===== config.mk =====
export PLATFORM = sky130hd
export DESIGN_NAME = cfg_serial_loader
export DESIGN_NICKNAME = d
export VERILOG_FILES = /design/src/rtl/cfgl_pkg.sv /design/src/rtl/cfgl_sync.sv /design/src/rtl/cfgl_wait_timer.sv /design/src/rtl/cfgl_bit_clock.sv /design/src/rtl/cfgl_shifter.sv /design/src/rtl/cfg_serial_loader.sv
export SDC_FILE = /design/constraint.sdc
export NUM_CORES = 1
export LEC_CHECK = 0
export BUFFER_PORTS_ARGS = -buffer_cell sky130_fd_sc_hd__buf_2
export CAP_MARGIN = 10
export CORE_AREA = 2 2 93 139
export CTS_BUF_LIST = sky130_fd_sc_hd__clkbuf_8
export DETAILED_ROUTE_END_ITERATION = 10
export DIE_AREA = 0 0 95 141
export PLACE_DENSITY = 0.42
export SETUP_SLACK_MARGIN = 0.4
export SLEW_MARGIN = 20
export SYNTH_ARGS = -nofsm -noshare
export SYNTH_HDL_FRONTEND = slang
export SYNTH_SLANG_ARGS = --single-unit

===== constraint.sdc =====
create_clock -name clk -period 2.4 [get_ports clk]
set_input_delay 0.24 -clock clk [delete_from_list [all_inputs] [get_ports clk]]
set_output_delay 0.24 -clock clk [all_outputs]
set_load 0.1 [all_outputs]

===== src/rtl/cfgl_pkg.sv =====
`timescale 1ns/1ps
package cfgl_pkg;

   typedef enum logic [2:0] {
      ST_IDLE  = 3'd0,
      ST_PROG  = 3'd1,
      ST_WAKE  = 3'd2,
      ST_BYTE  = 3'd3,
      ST_SHIFT = 3'd4,
      ST_FLUSH = 3'd5
   } ld_state_t;

   typedef enum logic [1:0] {
      FAIL_CLEAR = 2'd0,
      FAIL_WAKE  = 2'd1,
      FAIL_CRC   = 2'd2,
      FAIL_DONE  = 2'd3
   } fail_code_t;

   typedef enum logic [1:0] {
      PH_IDLE = 2'd0,
      PH_LOW  = 2'd1,
      PH_HIGH = 2'd2
   } clk_phase_t;

endpackage


===== src/rtl/cfgl_sync.sv =====
`timescale 1ns/1ps
module cfgl_sync #(
   parameter int unsigned STAGES  = 2,
   parameter logic        RST_VAL = 1'b0
) (
   input  logic clk,
   input  logic rst_n,
   input  logic d,
   output logic q
);

   logic [STAGES-1:0] chain_q;

   generate
      if (STAGES < 1) begin : g_bad_depth
         $error("cfgl_sync: STAGES must be at least 1");
      end
      if (STAGES == 1) begin : g_single
         always_ff @(posedge clk or negedge rst_n) begin
            if (!rst_n) chain_q <= RST_VAL;
            else        chain_q <= d;
         end
      end else begin : g_chain
         always_ff @(posedge clk or negedge rst_n) begin
            if (!rst_n) chain_q <= {STAGES{RST_VAL}};
            else        chain_q <= {chain_q[STAGES-2:0], d};
         end
      end
   endgenerate

   assign q = chain_q[STAGES-1];

endmodule


===== src/rtl/cfgl_wait_timer.sv =====
`timescale 1ns/1ps
module cfgl_wait_timer #(
   parameter int unsigned LIMIT = 1000
) (
   input  logic clk,
   input  logic rst_n,
   input  logic clr,
   output logic expired
);

   localparam int unsigned CW = (LIMIT < 2) ? 1 : $clog2(LIMIT + 1);

   generate
      if (LIMIT < 1) begin : g_bad_limit
         $error("cfgl_wait_timer: LIMIT must be at least 1");
      end
   endgenerate

   logic [CW-1:0] cnt_q;

   always_ff @(posedge clk or negedge rst_n) begin
      if (!rst_n)                      cnt_q <= '0;
      else if (clr)                    cnt_q <= '0;
      else if (cnt_q != CW'(LIMIT))    cnt_q <= cnt_q + 1'b1;
   end

   assign expired = (cnt_q == CW'(LIMIT));

   // once reached, the limit holds until the next clear
   p_expiry_holds_r2: assert property (@(posedge clk) disable iff (!rst_n)
      (expired && !clr) |=> expired);

endmodule


===== src/rtl/cfgl_bit_clock.sv =====
`timescale 1ns/1ps
module cfgl_bit_clock
   import cfgl_pkg::*;
#(
   parameter int unsigned LOW_CYC  = 2,
   parameter int unsigned HIGH_CYC = 2
) (
   input  logic clk,
   input  logic rst_n,
   input  logic run,
   input  logic more,
   output logic cclk,
   output logic bit_end
);

   localparam int unsigned MAXP = (LOW_CYC > HIGH_CYC) ? LOW_CYC : HIGH_CYC;
   localparam int unsigned CW   = (MAXP < 2) ? 1 : $clog2(MAXP);

   generate
      if (LOW_CYC < 1 || HIGH_CYC < 1) begin : g_bad_phase
         $error("cfgl_bit_clock: phase lengths must be at least 1");
      end
   endgenerate

   clk_phase_t    ph_q, ph_d;
   logic [CW-1:0] cnt_q, cnt_d;
   logic          cclk_q;

   always_comb begin
      ph_d  = ph_q;
      cnt_d = cnt_q;
      if (!run) begin
         ph_d  = PH_IDLE;
         cnt_d = '0;
      end else begin
         case (ph_q)
            PH_IDLE: begin
               ph_d  = PH_LOW;
               cnt_d = '0;
            end
            PH_LOW: begin
               if (cnt_q == CW'(LOW_CYC - 1)) begin
                  ph_d  = PH_HIGH;
                  cnt_d = '0;
               end else begin
                  cnt_d = cnt_q + 1'b1;
               end
            end
            PH_HIGH: begin
               if (cnt_q == CW'(HIGH_CYC - 1)) begin
                  ph_d  = more ? PH_LOW : PH_IDLE;
                  cnt_d = '0;
               end else begin
                  cnt_d = cnt_q + 1'b1;
               end
            end
            default: begin
               ph_d  = PH_IDLE;
               cnt_d = '0;
            end
         endcase
      end
   end

   always_ff @(posedge clk or negedge rst_n) begin
      if (!rst_n) begin
         ph_q   <= PH_IDLE;
         cnt_q  <= '0;
         cclk_q <= 1'b1;
      end else begin
         ph_q   <= ph_d;
         cnt_q  <= cnt_d;
         cclk_q <= (ph_d != PH_LOW);
      end
   end

   assign cclk    = cclk_q;
   assign bit_end = run && (ph_q == PH_HIGH) && (cnt_q == CW'(HIGH_CYC - 1));

   p_low_bounded_r5: assert property (@(posedge clk) disable iff (!rst_n)
      (ph_q == PH_LOW) |-> (cnt_q < CW'(LOW_CYC)));

   p_fall_needs_run_r5: assert property (@(posedge clk) disable iff (!rst_n)
      $fell(cclk_q) |-> $past(run));

endmodule


===== src/rtl/cfgl_shifter.sv =====
`timescale 1ns/1ps
module cfgl_shifter #(
   parameter int unsigned WORD_W = 8
) (
   input  logic              clk,
   input  logic              rst_n,
   input  logic              load,
   input  logic [WORD_W-1:0] din,
   input  logic              shift,
   output logic              bit_o,
   output logic              last_bit
);

   localparam int unsigned CW = $clog2(WORD_W + 1);

   generate
      if (WORD_W < 2) begin : g_bad_width
         $error("cfgl_shifter: WORD_W must be at least 2");
      end
   endgenerate

   logic [WORD_W-1:0] sr_q;
   logic [CW-1:0]     left_q;

   always_ff @(posedge clk or negedge rst_n) begin
      if (!rst_n) begin
         sr_q   <= '0;
         left_q <= '0;
      end else if (load) begin
         sr_q   <= din;
         left_q <= CW'(WORD_W);
      end else if (shift) begin
         sr_q   <= {sr_q[WORD_W-2:0], 1'b0};
         left_q <= left_q - 1'b1;
      end
   end

   assign bit_o    = sr_q[WORD_W-1];
   assign last_bit = (left_q == CW'(1));

   p_shift_has_bits_r4: assert property (@(posedge clk) disable iff (!rst_n)
      shift |-> (left_q != '0));

   p_count_bounded_r4: assert property (@(posedge clk) disable iff (!rst_n)
      left_q <= CW'(WORD_W));

endmodule


===== src/rtl/cfg_serial_loader.sv =====
`timescale 1ns/1ps
module cfg_serial_loader
   import cfgl_pkg::*;
#(
   parameter int unsigned CLK_HZ      = 100_000_000,
   parameter int unsigned TIMEOUT_CYC = CLK_HZ / 100,
   parameter int unsigned LOW_CYC     = 2,
   parameter int unsigned HIGH_CYC    = 3,
   parameter int unsigned WORD_W      = 8,
   parameter int unsigned SYNC_STAGES = 2
) (
   input  logic              clk,
   input  logic              rst_n,
   input  logic              ld_start,
   input  logic              host_valid,
   input  logic [WORD_W-1:0] host_data,
   input  logic              host_last,
   output logic              host_ready,
   output logic              ld_busy,
   output logic              ld_ok,
   output logic              ld_err,
   output logic [1:0]        ld_err_code,
   output logic              cfg_prog_n,
   input  logic              cfg_init_n,
   input  logic              cfg_done,
   output logic              cfg_cclk,
   output logic              cfg_dout
);

   generate
      if (HIGH_CYC <= SYNC_STAGES) begin : g_bad_sync
         $error("cfg_serial_loader: HIGH_CYC must exceed SYNC_STAGES");
      end
   endgenerate

   ld_state_t  state_q, state_d;
   fail_code_t code_q, code_d;
   logic init_s, done_s;
   logic tmr_clr, tmr_exp;
   logic clk_run, clk_more, bit_end;
   logic sh_bit, last_bit, accept, crc_hit;
   logic last_q, ok_q, err_q, prog_n_q;
   logic set_ok, set_fail;

   cfgl_sync #(.STAGES(SYNC_STAGES), .RST_VAL(1'b1)) u_sync_init (
      .clk(clk), .rst_n(rst_n), .d(cfg_init_n), .q(init_s));

   cfgl_sync #(.STAGES(SYNC_STAGES), .RST_VAL(1'b0)) u_sync_done (
      .clk(clk), .rst_n(rst_n), .d(cfg_done), .q(done_s));

   cfgl_wait_timer #(.LIMIT(TIMEOUT_CYC)) u_timer (
      .clk(clk), .rst_n(rst_n), .clr(tmr_clr), .expired(tmr_exp));

   cfgl_bit_clock #(.LOW_CYC(LOW_CYC), .HIGH_CYC(HIGH_CYC)) u_bitclk (
      .clk(clk), .rst_n(rst_n), .run(clk_run), .more(clk_more),
      .cclk(cfg_cclk), .bit_end(bit_end));

   cfgl_shifter #(.WORD_W(WORD_W)) u_shift (
      .clk(clk), .rst_n(rst_n), .load(accept), .din(host_data),
      .shift(bit_end && (state_q == ST_SHIFT)),
      .bit_o(sh_bit), .last_bit(last_bit));

   assign crc_hit = !init_s && !done_s;

   always_comb begin
      state_d  = state_q;
      code_d   = code_q;
      accept   = 1'b0;
      set_ok   = 1'b0;
      set_fail = 1'b0;
      case (state_q)
         ST_IDLE: begin
            if (ld_start) state_d = ST_PROG;
         end
         ST_PROG: begin
            if (!init_s) begin
               state_d = ST_WAKE;
            end else if (tmr_exp) begin
               set_fail = 1'b1;
               code_d   = FAIL_CLEAR;
            end
         end
         ST_WAKE: begin
            if (init_s) begin
               state_d = ST_BYTE;
            end else if (tmr_exp) begin
               set_fail = 1'b1;
               code_d   = FAIL_WAKE;
            end
         end
         ST_BYTE: begin
            if (crc_hit) begin
               set_fail = 1'b1;
               code_d   = FAIL_CRC;
            end else if (host_valid) begin
               accept  = 1'b1;
               state_d = ST_SHIFT;
            end
         end
         ST_SHIFT: begin
            if (bit_end && last_bit) state_d = last_q ? ST_FLUSH : ST_BYTE;
         end
         ST_FLUSH: begin
            if (done_s) begin
               set_ok = 1'b1;
            end else if (tmr_exp) begin
               set_fail = 1'b1;
               code_d   = FAIL_DONE;
            end
         end
         default: state_d = ST_IDLE;
      endcase
      if (set_ok || set_fail) state_d = ST_IDLE;
   end

   assign tmr_clr  = (state_d != state_q);
   assign clk_run  = (state_q == ST_SHIFT) || (state_q == ST_FLUSH);
   assign clk_more = (state_q == ST_SHIFT) ? (!last_bit || last_q)
                                           : (!done_s && !tmr_exp);

   always_ff @(posedge clk or negedge rst_n) begin
      if (!rst_n) begin
         state_q  <= ST_IDLE;
         last_q   <= 1'b0;
         ok_q     <= 1'b0;
         err_q    <= 1'b0;
         code_q   <= FAIL_CLEAR;
         prog_n_q <= 1'b1;
      end else begin
         state_q  <= state_d;
         prog_n_q <= (state_d != ST_PROG);
         if (accept) last_q <= host_last;
         if ((state_q == ST_IDLE) && ld_start) begin
            ok_q  <= 1'b0;
            err_q <= 1'b0;
         end else if (set_ok) begin
            ok_q <= 1'b1;
         end else if (set_fail) begin
            err_q  <= 1'b1;
            code_q <= code_d;
         end
      end
   end

   assign host_ready  = (state_q == ST_BYTE) && !crc_hit;
   assign ld_busy     = (state_q != ST_IDLE);
   assign ld_ok       = ok_q;
   assign ld_err      = err_q;
   assign ld_err_code = code_q;
   assign cfg_prog_n  = prog_n_q;
   assign cfg_dout    = (state_q == ST_SHIFT) ? sh_bit : 1'b1;

   p_no_clock_in_prog_r1: assert property (@(posedge clk) disable iff (!rst_n)
      !cfg_prog_n |-> cfg_cclk);

   p_ready_in_load_r6: assert property (@(posedge clk) disable iff (!rst_n)
      host_ready |-> (ld_busy && cfg_prog_n));

   p_take_once_r6: assert property (@(posedge clk) disable iff (!rst_n)
      (host_valid && host_ready) |=> !host_ready);

   p_crc_from_wait_r7: assert property (@(posedge clk) disable iff (!rst_n)
      ($rose(ld_err) && (ld_err_code == 2'd2)) |-> ($past(state_q) == ST_BYTE));

   p_status_exclusive_r10: assert property (@(posedge clk) disable iff (!rst_n)
      !(ld_ok && ld_err));

   p_busy_clears_status_r10: assert property (@(posedge clk) disable iff (!rst_n)
      ld_busy |-> (!ld_ok && !ld_err));

endmodule


Word-level counts from Yosys, hierarchy flattened
Index checks and enable logic that the tools add are counted.
Word-level totals
  register bits: 50
  output and inout bits: 9
  word-level logic and storage cells: 118
  input port bits: 15
Operators by class
  reductions and logical operators: 26
  bitwise operators: 2
  add/sub/neg operators: 3
  equality and inequality tests: 23
  muxes and demuxes: 50
Operators by type and width (number)
  two-way mux 20 bit: 2
  two-way mux 2 bit: 13
  two-way mux 3 bit: 8
  adder 20 x 1 -> 20 bit (second input constant): 1
  == test 20 bit (second input constant): 1
  != test 20 bit (second input constant): 1
  two-way mux 1 bit: 18
  case mux 3 bit (6 select lines): 1
  two-way mux 8 bit: 2
  != test 2 bit (second input constant): 6
  AND reduction 11 bit: 1
  logical AND 1 bit: 8
  two-way mux 4 bit: 2
  case mux 2 bit (4 select lines): 1
  nonzero test 2 bit: 4
  == test 3 x 2 -> 1 bit (second input constant): 2
  == test 3 bit (second input constant): 2
  != test 2 x 1 -> 1 bit (second input constant): 3
  case mux 2 bit (3 select lines): 1
  zero test 1 bit: 5
  == test 2 x 1 -> 1 bit (second input constant): 2
  == test 2 bit (second input constant): 2
  == test 4 x 1 -> 1 bit (second input constant): 1
  case mux 1 bit (4 select lines): 1
  13 further kinds: 16

Depth between registers and ports, before layout
Gate-level depths: netlist of run 1.
  depth after elaboration: 10
  gate-level depth with buffers: 8

Modules after synthesis
From an unflattened synthesis of run 1, not the netlist that was laid out.
Unflattened totals
  cell total of the unflattened synthesis: 293
  area, all modules: 2889.0 um^2
By module, submodules not included
  cfgl_wait_timer: cells each 113, area each 1143.6 um^2, sequential area each 500.5 um^2, instances 1
  cfg_serial_loader: cells each 89, area each 713.2 um^2, sequential area each 226.5 um^2, instances 1
  cfgl_shifter: cells each 56, area each 604.3 um^2, sequential area each 300.3 um^2, instances 1
  cfgl_bit_clock: cells each 31, area each 325.3 um^2, sequential area each 126.4 um^2, instances 1
  cfgl_sync at u_sync_init: cells each 2, area each 52.6 um^2, sequential area each 52.6 um^2, instances 1
  cfgl_sync at u_sync_done: cells each 2, area each 50.0 um^2, sequential area each 50.0 um^2, instances 1

Least setup slack after synthesis of run 1
Ideal clock, no wire load.
  kind: reg2out
  start: register state_q[0]
  end: output host_ready
  stages on the path, launching flop included: 5
  path buffers: 2
  arrival: 2081 ps
  data required time: 2160 ps
  slack: 79 ps
  cell sequence: dfrtp_1 > buf_2 > buf_1 > nand2_1 > nor2_1
Between the ends
  cells in the longest elaborated chain, start to end: 2
RTL lines
  start, declared: RTL line cfg_serial_loader.sv:36  | ld_state_t state_q, state_d;
  start signal, assigned: RTL line cfg_serial_loader.sv:130  | state_q <= state_d;
  == test 3 x 2 -> 1 bit: RTL line cfg_serial_loader.sv:145  | assign host_ready = (state_q == ST_BYTE) && !crc_hit;
  logical AND 1 bit: RTL line cfg_serial_loader.sv:145
  end, declared: RTL line cfg_serial_loader.sv:18  | output logic host_ready,
No other way between the ends.

Worst setup path in the final report of run 1
  start: register u_shift.left_q[1]
  end: register u_timer.cnt_q[8]
Between the ends
  cells in the longest elaborated chain, start to end: 7
  elaborated cells on any way between the ends: 8
  classes of those cells: eq/ne: 2; mux: 4; reduce/logical: 2
RTL lines
  start, declared: RTL line cfgl_shifter.sv:23  | logic [CW-1:0] left_q;
  start signal, assigned: RTL line cfgl_shifter.sv:31  | left_q <= CW'(WORD_W);
  start signal, assigned: RTL line cfgl_shifter.sv:34  | left_q <= left_q - 1'b1;
  == test 4 x 1 -> 1 bit (*): RTL line cfgl_shifter.sv:39  | assign last_bit = (left_q == CW'(1));
  logical AND 1 bit (*): RTL line cfg_serial_loader.sv:101  | if (bit_end && last_bit) state_d = last_q ? ST_FLUSH : ST_BYTE;
  two-way mux 3 bit (*): RTL line cfg_serial_loader.sv:101
  case mux 3 bit (6 select lines) (*): RTL line cfg_serial_loader.sv:71  | case (state_q)
  two-way mux 3 bit (*): RTL line cfg_serial_loader.sv:113  | if (set_ok || set_fail) state_d = ST_IDLE;
  != test 3 bit (*): RTL line cfg_serial_loader.sv:116  | assign tmr_clr = (state_d != state_q);
  two-way mux 20 bit or nonzero test 2 bit (tied branches)
  end signal, assigned: RTL line cfgl_wait_timer.sv:24  | else if (cnt_q != CW'(LIMIT)) cnt_q <= cnt_q + 1'b1;
  end, declared: RTL line cfgl_wait_timer.sv:19  | logic [CW-1:0] cnt_q;
Every way passes the cells marked *; elsewhere a longest branch is shown, timed or not.
A chain may end at the register's enable or synchronous reset.

==> results.yml, run 1 <==
floorplan:
  ios: 24
  start_util_pct: 24.3
  fp-row-count: 50
  core_mm2: 0.0123
  die-height_um: 141
  die_w_um: 95
  dieArea_mm2: 0.0134
timing:
  hold_slack_ns: 0.0242
  rsz0062_at_grt: "true"
  final_hold_viol_count: 0
  finalSetupTns_ns: 0
  clock_skew_ns: 0.0171
  finalSetupViolCount: 0
  worst_slack_ns: 0.371
  fin_crit_sh_pct: 84.5
  tightestPinTransition_ns: 0.664
  period_needed_ns: 2.03
  fmax_mhz: 493
  slew_headroom_pct: 55.7
  drv_slew: 0
logic_synthesis:
  yosysMostFrequentCell: "dfrtp_1"
  synth_cell_types: 66
  synth_ff_type: "dfrtp_1"
  async_reset_ff_share_pct: 100
  synth_edf_count: 0
  synth.largest_area_cell: "dfrtp_1"
  seq_area_frac_synth_pct: 42.0
  ys_seq_elements: 50
  ys_warn_count: 0
  synth.top_cell.area_share_pct: 38.5
  synth_nets: 329
  syn_inst: 306
  synth_commonest_cells: "46 x dfrtp_1, 37 x nand2_1, 23 x nor2_1"
  syn_avg_cell_area_um2: 9.77
  netlist_area_mm2: 0.00299
  ys_top_cells_by_area: "dfrtp_1 38%, nand2_1 4.6%, dfstp_2 3.5%"
critical_path:
  arrival_ns: 2.23
  end_kind: "register"
  worstSetupPathType: "reg -> reg"
  crit_required_ns: 2.60
  rr_startpoint: "u_shift.left_q[1]"
  cp_max_fo: 5
  r2r_end: "u_timer.cnt_q[8]"
  reg2reg_setup_slack_ns: 0.37
  startpoint_type: "register"
  ff2ff_path_depth: 9
status:
  outcome: "complete, no violations"
clock_network:
  numCtsBuffers: 5
  cts_tree: "built"
  ctsLongestPathBuffers: 2
  cts_max_level: 2
  clk_pin_slew_worst_paths_ns: 0.11
  insertion_delay_ns: 0.32
  cts_num_sinks: 50
  root_buffer: "clkbuf_8"
drt:
  ant_nets: 0
  routed_wl_um: 8350
  via_per_inst: 4.89
  drt-initial-drc-count: 69
  vias: 2497
  firstDrtPassIters: 4
  drc_errors: 0
  routedWlPerCell_um: 16.3
global_route:
  grt_usage_pct: 12.7
  grt_pass1_wl_um: 13100
  antenna_found_initial: 0
  grt-ovfl-total: 0
  grt_pass1_vias: 2536
  grt_start_max_net_pins: 51
power_and_ir_drop:
  leakage_nw: 1.50
  irDropWorstVdd_mv: 0.370
  p_per_area_mw_per_mm2: 981
placement:
  dp_hpwl_um: 5560
  buffer_ports.inserted: 23
  pre_cts_ws_ns: 0.283
  gp_congestion: 0.745
  placed_area_mm2: 0.00334
cells_and_area:
  n_antenna_cell: 0
  fin_area_mm2: 0.00383
  nets: 377
  fillCellCount: 1264
  syn_to_final_growth_pct: 28.0
  drive_gt1_share_pct: 33.5
hold_path:
  min_path_type: "in -> async"
flow_run:
  drv_cap: 0
flip-flops by register name, summed over array words and instances, names as in the netlist:
signal               count
cfg_prog_n               1
last_q                   1
ld_err                   1
ld_err_code              2
ld_ok                    1
state_q                  3
u_bitclk.cclk            1
u_bitclk.cnt_q           2
u_bitclk.ph_q            2
u_shift.left_q           4
u_shift.sr_q             8
u_sync_done.chain_q      2
u_sync_init.chain_q      2
u_timer.cnt_q           20
report_power, final:
part	internal [mW]	total, mW	switching (mW)
Sequential	1.02	1.19	0.165
Combinational	0.788	2.02	1.23
Clock	0.238	0.549	0.311
routing by layer:
| layer | GRT usage (%) | routed length, um | part of all wire (%) |
|---|---|---|---|
| met1 | 14.2 | 3310 | 40 |
| met2 | 23.5 | 4730 | 57 |
| met5 | 0 | 0 | 0 |
| met3 | 1.87 | 153 | 1.8 |
| met4 | 5.11 | 157 | 1.9 |
what timing repair did:
| item | in CTS | in global routing |
|---|---|---|
| hold endpoints to repair | 1 | 0 |
| pin swaps | 8 | 5 |
| setup buffers | 14 | 7 |
| cloned | 2 | 1 |
| setup endpoints to repair | 24 | 23 |
| gates resized for setup | 17 | 23 |
| hold buffers | 1 | 0 |
kinds of logic (layout without fill, tap and decap cells):
kind of cell,Yosys count,in the layout,share of synthesized area (%)
and+or+nand+nor,141,141,28.4
adders and majority gates,8,8,3.35
AOI/OAI and AO/OA,56,56,15.4
buffers and inverters,28,77,3.93
xor gates and xnor gates,18,18,5.27
muxes,5,5,1.72
DFF,50,50,42.0
worst max path at each step:
| stage | startpoint | to | slack [ns] |
|---|---|---|---|
| after floorplan | u_timer.cnt_q[0] | u_timer.cnt_q[18] | 0.47 |
| after global placement | u_shift.left_q[1] | u_timer.cnt_q[9] | 0.29 |
| after detailed placement | u_shift.left_q[1] | u_timer.cnt_q[10] | 0.28 |
| after CTS | state_q[1] | ld_err_code[0] | 0.39 |
| after global routing | u_shift.left_q[1] | u_timer.cnt_q[8] | 0.30 |
| final | u_shift.left_q[1] | u_timer.cnt_q[8] | 0.37 |
worst max-delay path, stage by stage (launching register included):
cell and delay, ns:
dfrtp_1 0.40, inv_2 0.08, ha_4 0.12, or4b_4 0.49, nor2_4 0.10, nand2_2 0.07
a32oi_4 0.30, buf_4 0.16, buf_6 0.13, nor4_1 0.06
per-stage QoR:
stage               power [mW]  cells  utilization, %
floorplan                 2.28    306               -
global placement          2.75    478            27.1
detailed placement        2.75    478            27.1
CTS                       3.63    503            29.6
global route              4.00    511            31.1
finish                    3.76    511            31.1
placed cells by master, fill, tap and decap left out, types with 3 or more instances in the layout:
cell and count:
xnor2_1 6, buf_4 24, buf_2 22, nor3_1 3, a2111oi_4 3, xor2_1 12
clkbuf_8 6, dfstp_2 4, o211ai_1 4, nand2b_1 7, dfrtp_2 5, buf_12 3
o21ai_0 9, nor4_1 13, ha_1 5, buf_6 3, o21ai_1 4, inv_1 10
dfrtp_1 41, nand2_1 36, nor2_1 20, a21oi_1 7, and3_1 5, nand4_1 4
a31oi_1 10, nor2b_1 3, or3_1 3, or3_4 3, nor4_2 4, nand3_1 8
mux2i_1 3, inv_2 3, nor2_4 3
area by class of cell:
type                    count  area [um2]  area share [%]
clock buffers               6        82.6            2.16
clock inverters             2        16.3           0.425
inverters                  13        48.8            1.27
multi-input cells         228        1770            46.3
flip-flops and latches     50        1260            33.0
well taps                 156         195            5.10
repair buffers             56         449            11.7
(Power assumes the default switching activity.)
==> run 2: changes to the inputs <==
--- a/config.mk
+++ b/config.mk
@@ -11,7 +11,7 @@
 export CTS_BUF_LIST = sky130_fd_sc_hd__clkbuf_8
 export DETAILED_ROUTE_END_ITERATION = 10
 export DIE_AREA = 0 0 95 141
-export PLACE_DENSITY = 0.42
+export PLACE_DENSITY = 0.44
 export SETUP_SLACK_MARGIN = 0.4
 export SLEW_MARGIN = 20
 export SYNTH_ARGS = -nofsm -noshare
==> constraint.sdc (replaced) <==
create_clock -name clk -period 1.8 [get_ports clk]
set_input_delay 0.18 -clock clk [delete_from_list [all_inputs] [get_ports clk]]
set_output_delay 0.18 -clock clk [all_outputs]
set_load 0.1 [all_outputs]
==> run 2 against run 1 <==
  * The flow now finishes with violations (setup timing)
  * Highest routed layer unchanged
  * Wire length is 4.6% higher
  * Largest power group unchanged
  * Sequential cell count did not move
  * First-iteration DRC count up 41%
  * Sequential power is 29% higher
  * Critical endpoint is now u_timer.cnt_q[1]
  * Clock skew fell by 0.0070 ns
  * Via count grew 8.2%
  * Sequential share of layout area down 6.7 points
  * Power up 59%
==> results.yml, run 2 (same netlist as run 1, synthesis figures left out) <==
timing:
  finalSetupTns_ns: -2.04
  rsz0062_at_grt: "true"
  fin_crit_sh_pct: 106
  slew_headroom_pct: 67.6
  final_hold_viol_count: 0
  drv_slew: 0
  worst_slack_ns: -0.110
  fmax_mhz: 524
  tightestPinTransition_ns: 0.490
  hold_slack_ns: 0.0364
  finalSetupViolCount: 24
  period_needed_ns: 1.91
  clock_skew_ns: 0.0102
cells_and_area:
  regMostFlops: "u_timer.cnt_q"
  largest_reg_flops: 20
  n_antenna_cell: 0
  fin_util_pct: 39.0
  syn_to_final_growth_pct: 60.6
  top_regs: "u_timer.cnt_q: 20 flops, u_shift.sr_q: 8 flops, u_shift.left_q: 4 flops"
  drive_gt1_share_pct: 55.8
  layout_common_cells: "72 x buf_4, 43 x dfrtp_1, 25 x nand2_1"
  fillCellCount: 1205
  mostFrequentLayoutCell: "buf_4"
  nets: 447
critical_path:
  startpoint_type: "register"
  worstSetupPathType: "reg -> reg"
  ff2ff_path_depth: 9
  cpMaxStageDelayCell: "or4b_4"
  cp_max_fo: 5
  crit_required_ns: 2.01
  arrival_ns: 2.12
  rr_startpoint: "u_shift.left_q[1]"
  cp.depth: 9
  r2r_end: "u_timer.cnt_q[1]"
  startpoint: "u_shift.left_q[1]"
  cpPeakStageDelay_ns: 0.47
  path_cells: "inv_2 > ha_4 > or4b_4 > nor2_4 > nand2_2 > a32oi_4 > buf_12 > clkbuf_16 > nor4_4"
  critPathTopFamily: "simple AND/OR/NAND/NOR gates"
  crit_buf_inv: 3
  cp-endpoint: "u_timer.cnt_q[1]"
  reg2reg_setup_slack_ns: -0.11
  end_kind: "register"
power_and_ir_drop:
  irDropWorstVdd_mv: 0.576
  leakage_nw: 1.95
  power.total_mw: 5.96
  p_per_area_mw_per_mm2: 1240
clock_network:
  numCtsBuffers: 5
  insertion_delay_ns: 0.32
  ctsLongestPathBuffers: 2
  root_buffer: "clkbuf_8"
  cts_tree: "built"
  clk_pin_slew_worst_paths_ns: 0.11
  cts_max_level: 2
  cts_num_sinks: 50
global_route:
  grt.busiest_layer: "met2"
  grt_pass1_vias: 2866
  grt_util_met2_pct: 25.0
  grt-ovfl-total: 0
  grt_start_max_net_pins: 28
  met1_usage_pct: 15.3
  antenna_found_initial: 0
  use_met3_pct: 1.60
  grt_pass1_wl_um: 14100
  grt_usage_pct: 13.6
floorplan:
  core_mm2: 0.0123
  die_w_um: 95
  ios: 24
  die-height_um: 141
  fp-row-count: 50
  start_util_pct: 24.3
  dieArea_mm2: 0.0134
placement:
  dp_hpwl_um: 6230
  pre_cts_ws_ns: -0.186
  buffer_ports.inserted: 23
  gp_congestion: 0.846
hold_path:
  min_path_type: "in -> reg"
  worstHoldStart: "host_last"
drt:
  routed_wl_um: 8740
  routedWlPerCell_um: 15.0
  vias: 2701
  drc_errors: 0
  firstDrtPassIters: 4
  ant_nets: 0
  drt-initial-drc-count: 97
  via_per_inst: 4.65
status:
  outcome: "finished with violations"
  violations: "setup timing"
flow_run:
  drv_cap: 0
run 2: timing repair:
action | 4_1_cts | 5_1_grt
cloned | 1 | 3
endpoints found under the hold margin | 48 | 0
setup endpoints to repair | 48 | 46
buffers inserted | 11 | 8
hold buffers | 3 | 0
pin swaps | 13 | 22
gates resized for setup | 58 | 59
run 2: stage by stage:
| stage | area, um2 | cells |
|---|---|---|
| 6_report | 4800 | 581 |
| 5_1_grt | 4800 | 581 |
| 4_1_cts | 4410 | 570 |
| 3_5_place_dp | 3960 | 547 |
| 3_3_place_gp | 3960 | 547 |
| 2_1_floorplan | 3120 | 306 |
run 2: layout make-up:
type / count / area (um2) / area share, %
multi-input combinational: 228 / 2060 / 42.8
tap: 156 / 195 / 4.06
inverter: 13 / 51.3 / 1.07
sequential: 50 / 1260 / 26.2
clock inverter: 3 / 28.8 / 0.599
timing repair buffer: 126 / 1140 / 23.8
clock buffer: 5 / 68.8 / 1.43
run 2: report_power, final:
| part | internal (mW) | switching (mW) |
|---|---|---|
| clock | 0.292 | 0.456 |
| combinational | 1.69 | 1.98 |
| sequential | 1.36 | 0.175 |
| total | 3.35 | 2.61 |
run 2: how the worst min path moves through the flow:
stage / end / slack, ns / cells past startpoint
floorplan: last_q / -0.12 / 0
CTS: last_q / 0.02 / 3
detailed placement: u_timer.cnt_q[11] / 0.21 / 2
global route: u_shift.sr_q[0] / 0.06 / 3
global placement: u_timer.cnt_q[11] / 0.20 / 2
finish: last_q / 0.04 / 3
run 2: worst register-to-register path, delay by kind of cell, from the launching register on:
kind,cells,cell delay (ns)
flops,1,0.40
simple gates,4,0.68
fa+ha+maj,1,0.12
buf+inv,3,0.40
compound gates,1,0.20
run 2: layer usage:
metal	share of wire [%]	vias to the layer above
li1	-	1341
met4	2.4	0
met3	1.9	13
met1	40	1316
met5	0	-
met2	56	31
